## config.mk

```make
export PLATFORM = sky130hd
export DESIGN_NAME = interval_timer
export DESIGN_NICKNAME = d
export VERILOG_FILES = /design/src/rtl/ivt_pkg.sv /design/src/rtl/ivt_prescaler.sv /design/src/rtl/ivt_period_counter.sv /design/src/rtl/ivt_tally.sv /design/src/rtl/interval_timer.sv
export SDC_FILE = /design/constraint.sdc
export NUM_CORES = 1
export LEC_CHECK = 0
export ABC_AREA = 1
export BUFFER_PORTS_ARGS = -buffer_cell sky130_fd_sc_hd__buf_2
export CAP_MARGIN = 20
export CORE_MARGIN = 2
export CORE_UTILIZATION = 60
export CTS_CLUSTER_DIAMETER = 60
export DETAILED_ROUTE_END_ITERATION = 12
export PLACE_DENSITY_LB_ADDON = 0.08
export SYNTH_ARGS = -nofsm -noshare
export SYNTH_HDL_FRONTEND = slang
export SYNTH_SLANG_ARGS = --single-unit
```

## constraint.sdc

```tcl
create_clock -name clk -period 2.65 [get_ports clk]
set_input_delay 0.53 -clock clk [delete_from_list [all_inputs] [get_ports clk]]
set_output_delay 0.53 -clock clk [all_outputs]
set_load 0.005 [all_outputs]
```

## src/rtl/ivt_pkg.sv

```systemverilog
package ivt_pkg;
    // register slots, decoded from bus_addr[3:2]
    typedef enum logic [1:0] {
        SLOT_MODE  = 2'd0,
        SLOT_STAT  = 2'd1,
        SLOT_VALUE = 2'd2,
        SLOT_IMAGE = 2'd3
    } slot_e;

    localparam int unsigned RUN_BIT  = 24;
    localparam int unsigned IRQE_BIT = 25;
    localparam int unsigned FLAG_BIT = 0;
endpackage

```

## src/rtl/ivt_prescaler.sv

```systemverilog
module ivt_prescaler #(
    parameter int unsigned DIV_W = 4
) (
    input  logic clk,
    input  logic rst,
    input  logic run_i,
    output logic tick_o
);
    localparam logic [DIV_W-1:0] LAST = {DIV_W{1'b1}};

    typedef struct packed {
        logic [DIV_W-1:0] phase;
    } state_t;

    state_t st_d, st_q;

    always_comb begin
        st_d = st_q;
        if (run_i) begin
            st_d.phase = st_q.phase + 1'b1;
        end else begin
            st_d.phase = '0;
        end
    end

    always_ff @(posedge clk) begin
        if (rst) begin
            st_q <= '0;
        end else begin
            st_q <= st_d;
        end
    end

    assign tick_o = run_i && (st_q.phase == LAST);


    phase_idle_chk: assert property (@(posedge clk) disable iff (rst)
        !run_i |=> st_q.phase == '0);
endmodule

```

## src/rtl/ivt_period_counter.sv

```systemverilog
module ivt_period_counter #(
    parameter int unsigned CNT_W = 20
) (
    input  logic             clk,
    input  logic             rst,
    input  logic             en_i,
    input  logic             tick_i,
    input  logic [CNT_W-1:0] limit_i,
    output logic [CNT_W-1:0] value_o,
    output logic             wrap_o,
    output logic             run_o
);
    typedef struct packed {
        logic [CNT_W-1:0] value;
    } state_t;

    state_t st_d, st_q;

    assign run_o   = en_i || (st_q.value != '0);
    assign wrap_o  = tick_i && (st_q.value >= limit_i);
    assign value_o = st_q.value;

    always_comb begin
        st_d = st_q;
        if (tick_i) begin
            if (st_q.value >= limit_i) begin
                st_d.value = '0;
            end else begin
                st_d.value = st_q.value + 1'b1;
            end
        end
    end

    always_ff @(posedge clk) begin
        if (rst) begin
            st_q <= '0;
        end else begin
            st_q <= st_d;
        end
    end


    idle_hold_chk: assert property (@(posedge clk) disable iff (rst)
        (!en_i && st_q.value == '0) |=> st_q.value == '0);
endmodule

```

## src/rtl/ivt_tally.sv

```systemverilog
module ivt_tally #(
    parameter int unsigned TALLY_W = 12
) (
    input  logic               clk,
    input  logic               rst,
    input  logic               wrap_i,
    input  logic               clr_i,
    output logic [TALLY_W-1:0] tally_o,
    output logic               flag_o
);
    localparam logic [TALLY_W-1:0] TOP = {TALLY_W{1'b1}};
    localparam logic [TALLY_W-1:0] ONE = {{(TALLY_W-1){1'b0}}, 1'b1};

    typedef struct packed {
        logic [TALLY_W-1:0] tally;
        logic               flag;
    } state_t;

    state_t st_d, st_q;

    always_comb begin
        st_d = st_q;
        if (clr_i) begin
            st_d.tally = wrap_i ? ONE : '0;
            st_d.flag  = wrap_i;
        end else if (wrap_i) begin
            if (st_q.tally != TOP) begin
                st_d.tally = st_q.tally + 1'b1;
            end
            st_d.flag = 1'b1;
        end
    end

    always_ff @(posedge clk) begin
        if (rst) begin
            st_q <= '0;
        end else begin
            st_q <= st_d;
        end
    end

    assign tally_o = st_q.tally;
    assign flag_o  = st_q.flag;


    tally_sat_chk: assert property (@(posedge clk) disable iff (rst)
        (st_q.tally == TOP && !clr_i) |=> st_q.tally == TOP);

    flag_set_chk: assert property (@(posedge clk) disable iff (rst)
        wrap_i |=> st_q.flag);

    ack_clear_chk: assert property (@(posedge clk) disable iff (rst)
        (clr_i && !wrap_i) |=> (st_q.tally == '0 && !st_q.flag));
endmodule

```

## src/rtl/interval_timer.sv

```systemverilog
module interval_timer #(
    parameter int unsigned CNT_W   = 20,
    parameter int unsigned TALLY_W = 12,
    parameter int unsigned DIV_W   = 4,
    parameter int unsigned DATA_W  = 32,
    parameter int unsigned ADDR_W  = 4
) (
    input  logic              clk,
    input  logic              rst,
    input  logic              bus_sel,
    input  logic              bus_wr,
    input  logic [ADDR_W-1:0] bus_addr,
    input  logic [DATA_W-1:0] bus_wdata,
    output logic [DATA_W-1:0] bus_rdata,
    output logic              irq_o
);
    import ivt_pkg::*;

    localparam int unsigned TALLY_LSB = DATA_W - TALLY_W;

    typedef struct packed {
        logic [CNT_W-1:0] limit;
        logic             run;
        logic             irqe;
    } mode_t;

    mode_t mode_d, mode_q;

    slot_e             slot;
    logic              wr_mode;
    logic              ack;
    logic              tick;
    logic              run;
    logic              wrap;
    logic [CNT_W-1:0]  count;
    logic [TALLY_W-1:0] tally;
    logic              flag;
    logic [DATA_W-1:0] mode_word;
    logic [DATA_W-1:0] count_word;
    logic [DATA_W-1:0] stat_word;

    assign slot    = slot_e'(bus_addr[3:2]);
    assign wr_mode = bus_sel && bus_wr && (slot == SLOT_MODE);
    assign ack     = bus_sel && !bus_wr && (slot == SLOT_VALUE);

    always_comb begin
        mode_d = mode_q;
        if (wr_mode) begin
            mode_d.limit = bus_wdata[CNT_W-1:0];
            mode_d.run   = bus_wdata[RUN_BIT];
            mode_d.irqe  = bus_wdata[IRQE_BIT];
        end
    end

    always_ff @(posedge clk) begin
        if (rst) begin
            mode_q <= '0;
        end else begin
            mode_q <= mode_d;
        end
    end

    ivt_prescaler #(.DIV_W(DIV_W)) u_div (
        .clk    (clk),
        .rst    (rst),
        .run_i  (run),
        .tick_o (tick)
    );

    ivt_period_counter #(.CNT_W(CNT_W)) u_cnt (
        .clk     (clk),
        .rst     (rst),
        .en_i    (mode_q.run),
        .tick_i  (tick),
        .limit_i (mode_q.limit),
        .value_o (count),
        .wrap_o  (wrap),
        .run_o   (run)
    );

    ivt_tally #(.TALLY_W(TALLY_W)) u_tally (
        .clk     (clk),
        .rst     (rst),
        .wrap_i  (wrap),
        .clr_i   (ack),
        .tally_o (tally),
        .flag_o  (flag)
    );

    always_comb begin
        mode_word                  = '0;
        mode_word[CNT_W-1:0]       = mode_q.limit;
        mode_word[RUN_BIT]         = mode_q.run;
        mode_word[IRQE_BIT]        = mode_q.irqe;
        count_word                 = '0;
        count_word[CNT_W-1:0]      = count;
        count_word[TALLY_LSB +: TALLY_W] = tally;
        stat_word                  = '0;
        stat_word[FLAG_BIT]        = flag;
    end

    always_comb begin
        bus_rdata = '0;
        if (bus_sel && !bus_wr) begin
            unique case (slot)
                SLOT_MODE:  bus_rdata = mode_word;
                SLOT_STAT:  bus_rdata = stat_word;
                SLOT_VALUE: bus_rdata = count_word;
                SLOT_IMAGE: bus_rdata = count_word;
                default:    bus_rdata = '0;
            endcase
        end
    end

    assign irq_o = flag && mode_q.irqe;


    step_on_tick_chk: assert property (@(posedge clk) disable iff (rst)
        !tick |=> $stable(count));

    irq_hold_chk: assert property (@(posedge clk) disable iff (rst)
        (irq_o && !ack && !wr_mode) |=> irq_o);
endmodule

```

==> summary.txt, run 1 <==
STA
  • Worst setup margin: roughly 0.30 ns
  • Worst Tran Pin Value: about 0.46 ns
  • Relative max-transition margin: 69.3%
  • Setup violators final: 0
  • Final period util: roughly nine tenths
  • Tmin final: roughly 2.4 ns
  • Max Freq: 425 MHz
  • Setup TNS: 0 ns
  • Slew Limit Fails: 0
  • Worst Clk Skew: just over 0.01 ns
  • RSZ-0062 raised after global routing: no
  • Fin. Hold Viols: 0

Status
  • Status: finished, final reports clean

Logic synthesis
  • Post-synth top area cell: dfxtp_1
  • Top-count cell post-synth: nand2_1
  • Synthesis-stage register bit count: 59
  • Mean Syn Cell Area: 6.93 µm²
  • Share of the synthesized area in the top cell type: between 30 and 40%
  • EDFF count, synth: 0
  • FFs w/ async S/R, synth: 0%
  • Syn nets: just under 600
  • Synth top cells by count: nand2_1 (99), inv_1 (77), nor2_1 (66)
  • Synthesized instance count: 527
  • Register area share after synthesis: between 30% and 40%
  • Mapped Area: approximately 0.0037 mm²
  • Synth Warn #: 0
  • Top post-synthesis cells by area: dfxtp_1 (32%), nand2_1 (10%), ha_1 (8.2%), inv_1 (7.9%), nor2_1 (6.8%)
  • Synth Flop Type: dfxtp_1
  • Netlist cell types: 35

Critical path
  • Reg2Reg Depth: 12
  • Worst-path cell chain: ha_1 > nand2_1 > nor2_1 > nand2_1 > nor2_1 > nand2_1 > nand4_2 > nand3_2 > inv_1 > nand2_1 > nor2_1 > nor2_1
  • CP Max Fanout: 13
  • CP max stage cell: dfxtp_1
  • Critical path required time: 2.89 ns
  • Crit path arrival time: ~2.6 ns
  • Setup CP Type: register to register
  • Worst setup SP type: register
  • Critical Path Max Stage Delay: between 0.3 and 0.4 ns
  • Worst setup EP type: register

Floorplanning
  • Initial core utilization: 62.0%
  • Die W: roughly 82 µm
  • Core ar.: 0.00589 mm²
  • Row cnt: 28
  • Die ar.: 0.00672 mm²
  • Die height: a little over 80 µm
  • I/O pin cnt: 73

GRT
  • Initial antenna violation count: 0
  • GRT Residual Overflow: 0
  • Largest net degree at the start of global routing: 31
  • GRT Total Usage: 28.3%
  • Vias in the first global route: 3216
  • First-pass GRT wire length: between 10 and 15 mm

CTS
  • Reg clk slew, reported paths: approximately 0.07 ns
  • CTS tree: yes
  • Htree depth: 3
  • Longest Clk Path Bufs: 2
  • Post-CTS setup buffers: 0
  • Number of CTS-inserted buffers: 9
  • Clk_lat worst skew: 0.34 ns
  • Clock sinks: 59
  • Clock Tree Root: clkbuf_8
  • Cts hold-fix bufs: 0
  • Resized cells post-CTS: 0

Cells and area
  • Reg area: ~0.0012 mm²
  • Syn-to-layout area delta: 15.5%
  • Post-route cell area: between 0.004 and 0.005 mm²
  • Fill cells: approximately 510
  • Layout net count: 654
  • Post-layout util: between 70% and 80%
  • Area used by multi-input combinational logic: around 0.0021 mm²
  • Share of layout cells above drive strength 1: just over 20%
  • Final cell count without fillers: 670
  • Ant diodes: 0

Place
  • Dpl cell area: between 0.004 and 0.005 mm²
  • Placed Instances: 654
  • I/O Buffers: 60
  • Routability congestion estimate: around 0.88
  • Setup WS pre-CTS: around 0.36 ns
  • Hpwl dp: around 6.6 mm

Route
  • DRT iter0 DRCs: 216
  • Post-route DRC: 0
  • Post-route ant nets: 0
  • Vias: ~3.6k
  • WL/cell: about 14 µm
  • Routed vias/inst: roughly 5.4
  • WL final: 9.13 mm
  • DRT Pass-1 Iters: 5

Hold path
  • WHS Path Cells: 3
  • Worst min-delay path class: input pin to register

Power and ir drop
  • Power Dens Cells: approximately 450 mW/mm²
  • VDD IR max: about 0.4 mV
  • Leakage: slightly below 2 nW

Flow run
  • Max-cap check violation count: 0
-- registers in the layout, indices dropped and copies added (netlist names) --
register         count
mode_q              22
u_cnt.value_o       20
u_div.st_q           4
u_tally.flag_o       1
u_tally.tally_o     12
-- layer usage --
metal  vias up  global-route usage [%]  part of all wire, %
met5         -                       0                    0
met4         0                    12.7                  2.3
met3        18                    4.51                  5.4
met2       117                    48.5                   48
met1      1616                    34.8                   45
li1       1839                       -                    -
-- layout by cell type, fill, tap and decap left out, types with 3 or more instances in the layout --
| cell | synthesis | final |
|---|---|---|
| nand2_1 | 99 | 99 |
| nand3_2 | 8 | 8 |
| o22ai_1 | 20 | 20 |
| o21ai_0 | 29 | 29 |
| nor3b_1 | 3 | 3 |
| nand4_1 | 8 | 8 |
| nor2_1 | 66 | 66 |
| dfxtp_1 | 59 | 59 |
| nor3_1 | 12 | 12 |
| inv_1 | 77 | 77 |
| buf_2 | 1 | 60 |
| nand2_2 | 4 | 4 |
| nor2_2 | 9 | 9 |
| buf_4 | 0 | 6 |
| a21oi_2 | 4 | 4 |
| xor2_1 | 15 | 15 |
| a21oi_1 | 32 | 32 |
| clkinv_2 | 0 | 3 |
| clkbuf_8 | 0 | 10 |
| ha_1 | 24 | 24 |
| nand3_1 | 21 | 21 |
| inv_2 | 5 | 5 |
-- cell type report --
class | count | share of cell area (%)
Tap cell | 75 | 2.23
Clock buffer | 11 | 3.35
Inverter | 84 | 7.60
Multi-Input combinational cell | 370 | 49.4
Timing Repair Buffer | 66 | 8.19
Clock inverter | 5 | 1.25
Sequential cell | 59 | 28.0
-- path summary, 6_finish.rpt --
kind              slack [ns]               from                   to
setup / recovery        0.30  u_cnt.value_o[15]  u_tally.tally_o[11]
hold / removal          0.44      bus_wdata[25]            mode_q[0]
setup reg to reg        0.30  u_cnt.value_o[15]  u_tally.tally_o[11]
hold reg to reg         0.45      u_div.st_q[0]        u_div.st_q[0]
-- cell families (layout without fill, tap and decap cells) --
logic type	Yosys count	in the layout	share of synthesized area (%)
simple gates	240	240	31.2
buf+inv	98	166	10.7
xor+xnor	15	15	3.60
flops	59	59	32.4
compound gates	91	91	13.9
fa+ha+maj	24	24	8.22
-- stage by stage --
step	hold WS (ns)	total power (W)
floorplan	0.418	0.00103
global placement	0.430	0.00108
detailed placement	0.443	0.00109
CTS	0.433	0.00189
global route	0.452	0.00196
finish	0.437	0.00189
-- worst max-delay path: cells and delay by family (launching register included) --
family | cells | cell delay [ns]
buf+inv | 1 | 0.23
flops | 1 | 0.38
fa+ha+maj | 1 | 0.33
simple gates | 10 | 1.31
-- report_power, final --
group	switching (W)	internal [W]	leakage, nW
clock network	0.000368	0.000455	0.0991
registers	0.00000539	0.000901	0.477
logic	0.000106	0.0000577	1.36
No activity file was read; power rests on OpenSTA's default activity.
==> run 2: changes to the inputs <==
Settings changed: CORE_ASPECT_RATIO set to 0.6, RECOVER_POWER set to 25.
==> summary.txt, run 2 (synthesis gave the netlist of run 1 again) <==
Status
  • Status: finished, final reports clean

Cells and area
  • Biggest register: mode_q
  • Syn-to-layout area delta: 15.9%
  • Most frequent cells in the layout: nand2_1 (99), inv_1 (77), nor2_1 (66)
  • Share of layout cells above drive strength 1: a little over 20%
  • Post-layout util: between 70% and 80%
  • Max reg flops: 22
  • Layout net count: roughly 660
  • Commonest non-fill, non-tap cell in the layout: nand2_1
  • Ant diodes: 0

CTS
  • Reg clk slew, reported paths: around 0.070 ns
  • Resized cells post-CTS: 0
  • Clock Tree Root: clkbuf_8
  • Cts hold-fix bufs: 0
  • Htree depth: 3
  • Number of CTS-inserted buffers: 9
  • Clk_lat worst skew: between 0.3 and 0.4 ns
  • CTS tree: yes
  • Clock sinks: slightly below 60
  • Post-CTS setup buffers: 0
  • Longest Clk Path Bufs: 2

GRT
  • Vias in the first global route: about 3.4k
  • GRT Total Usage: between 30% and 40%
  • First-pass GRT wire length: 16.1 mm
  • Largest net degree at the start of global routing: 38
  • GRT Residual Overflow: 0
  • Initial antenna violation count: 0

Critical path
  • Setup CP Type: input pin to output pin
  • Worst setup EP type: output pin
  • Reg2Reg Depth: 11
  • Top cell by count, worst path: buf_2
  • Crit path arrival time: 1.74 ns
  • Delay-heaviest family, CP: buffers and inverters
  • CP max stage cell: buf_4
  • CP Max Fanout: 19
  • FF-to-FF Start: u_cnt.value_o[15]
  • Critical path required time: approximately 2.1 ns
  • Critical Path Max Stage Delay: around 0.31 ns
  • RR Endpoint: u_tally.tally_o[0]
  • Bufs and invs on worst path: 4
  • Reg2reg setup slack: around 0.40 ns
  • Worst setup SP type: input pin
  • Worst-path cell chain: buf_2 > inv_1 > nor2_4 > nand2_2 > buf_4 > o21ai_0 > buf_2

STA
  • Fin. Hold Viols: 0
  • Fin Hold WS: 0.449 ns
  • Max Freq: approximately 440 MHz
  • Tmin final: around 2.3 ns
  • RSZ-0062 raised after global routing: no
  • Setup violators final: 0
  • Final period util: 85.8%
  • Setup TNS: 0 ns
  • Slew Limit Fails: 0
  • Worst Tran Pin Value: 0.622 ns
  • Relative max-transition margin: between 50% and 60%
  • Worst Clk Skew: approximately 0.0078 ns

Route
  • WL final: 9.55 mm
  • WL/cell: roughly 14 µm
  • Routed vias/inst: approximately 5.5
  • Vias: between 3k and 4k
  • Post-route DRC: 0
  • DRT Pass-1 Iters: 5
  • DRT iter0 DRCs: slightly above 300
  • Post-route ant nets: 0

Floorplanning
  • Die height: between 60 and 70 µm
  • Initial core utilization: a little under two thirds
  • I/O pin cnt: between 70 and 80
  • Row cnt: 21
  • Core ar.: 0.00573 mm²
  • Die W: 105 µm
  • Die ar.: a little under 0.007 mm²

Power and ir drop
  • Power Internal: between 0.001 and 0.0015 W
  • Power Dens Cells: around 450 mW/mm²
  • Clk pwr share: a little over two fifths
  • Leakage: 1.93 nW
  • Flop pwr share: 47.8%
  • Switching power: around 0.00048 W
  • Total chip power: approximately 0.0019 W
  • VDD IR max: ~0.38 mV
  • Sw Ratio: approximately a quarter
  • Logic pwr share: under 10%

Flow run
  • Max-cap check violation count: 0

Hold path
  • Hold Path Sink: mode_q[0]
  • Beginning of the worst hold path: bus_wdata[25]
  • Worst min-delay path class: input pin to register
  • WHS Path Cells: 3

Place
  • Hpwl dp: about 7.3 mm
  • Routability congestion estimate: around 0.93
  • I/O Buffers: 60
==> run 2: changes by cell type in the layout (fill, tap and decap cells not counted) <==
cell,before,now
clkinv_2,3,1
clkinvlp_4,1,2
clkbuf_1,1,4
buf_4,6,7
buf_2,60,59
==> run 2: routing by layer <==
metal	GRT usage (%)	vias up	routed length, µm
li1	-	1842	-
met1	45.7	1704	4710
met2	43.5	156	3860
met3	7.75	6	903
met4	7.50	0	73
met5	0	-	0
==> run 2: power groups by stage <==
stage	Clock, W	Sequential [W]	Combinational (W)
after CTS	0.000831	0.000907	0.000162
after detailed placement	0	0.000927	0.000161
after floorplan	0	0.000925	0.000108
final	0.000827	0.000907	0.000162
after global routing	0.000869	0.000908	0.000185
after global placement	0	0.000927	0.000156
==> run 2: stage by stage <==
step / worst slack [ns] / std cells / area, µm²
after floorplan: 0.904 / 527 / 3650
after global placement: 0.428 / 661 / 4040
after detailed placement: 0.394 / 661 / 4040
after CTS: 0.404 / 677 / 4240
after global routing: 0.191 / 677 / 4230
final: 0.375 / 677 / 4230
==> run 2: final cells by class <==
cell class	count	area, µm²
clock buffers	12	145
clock inverters	4	50.0
fillers	511	1500
inverters	84	320
multi-input cells	370	2080
flip-flops and latches	59	1180
well taps	80	100
repair buffers	68	355
==> run 2: worst reg2reg max path: cells and delay by family (launching register included) <==
kind | cells | cell delay [ns]
XOR/XNOR | 1 | 0.14
flip-flops | 1 | 0.38
AND/OR/NAND/NOR | 8 | 1.02
adder cells (fa/ha/maj) | 1 | 0.32
buffers and inverters | 1 | 0.26
==> run 2: worst max-delay path by stage <==
stage | to | start | cells after the start
global route | u_cnt.value_o[7] | u_cnt.value_o[15] | 10
global placement | bus_rdata[25] | bus_sel | 7
CTS | bus_rdata[25] | bus_sel | 7
floorplan | u_tally.tally_o[10] | mode_q[21] | 12
finish | bus_rdata[25] | bus_sel | 7
detailed placement | bus_rdata[25] | bus_sel | 7
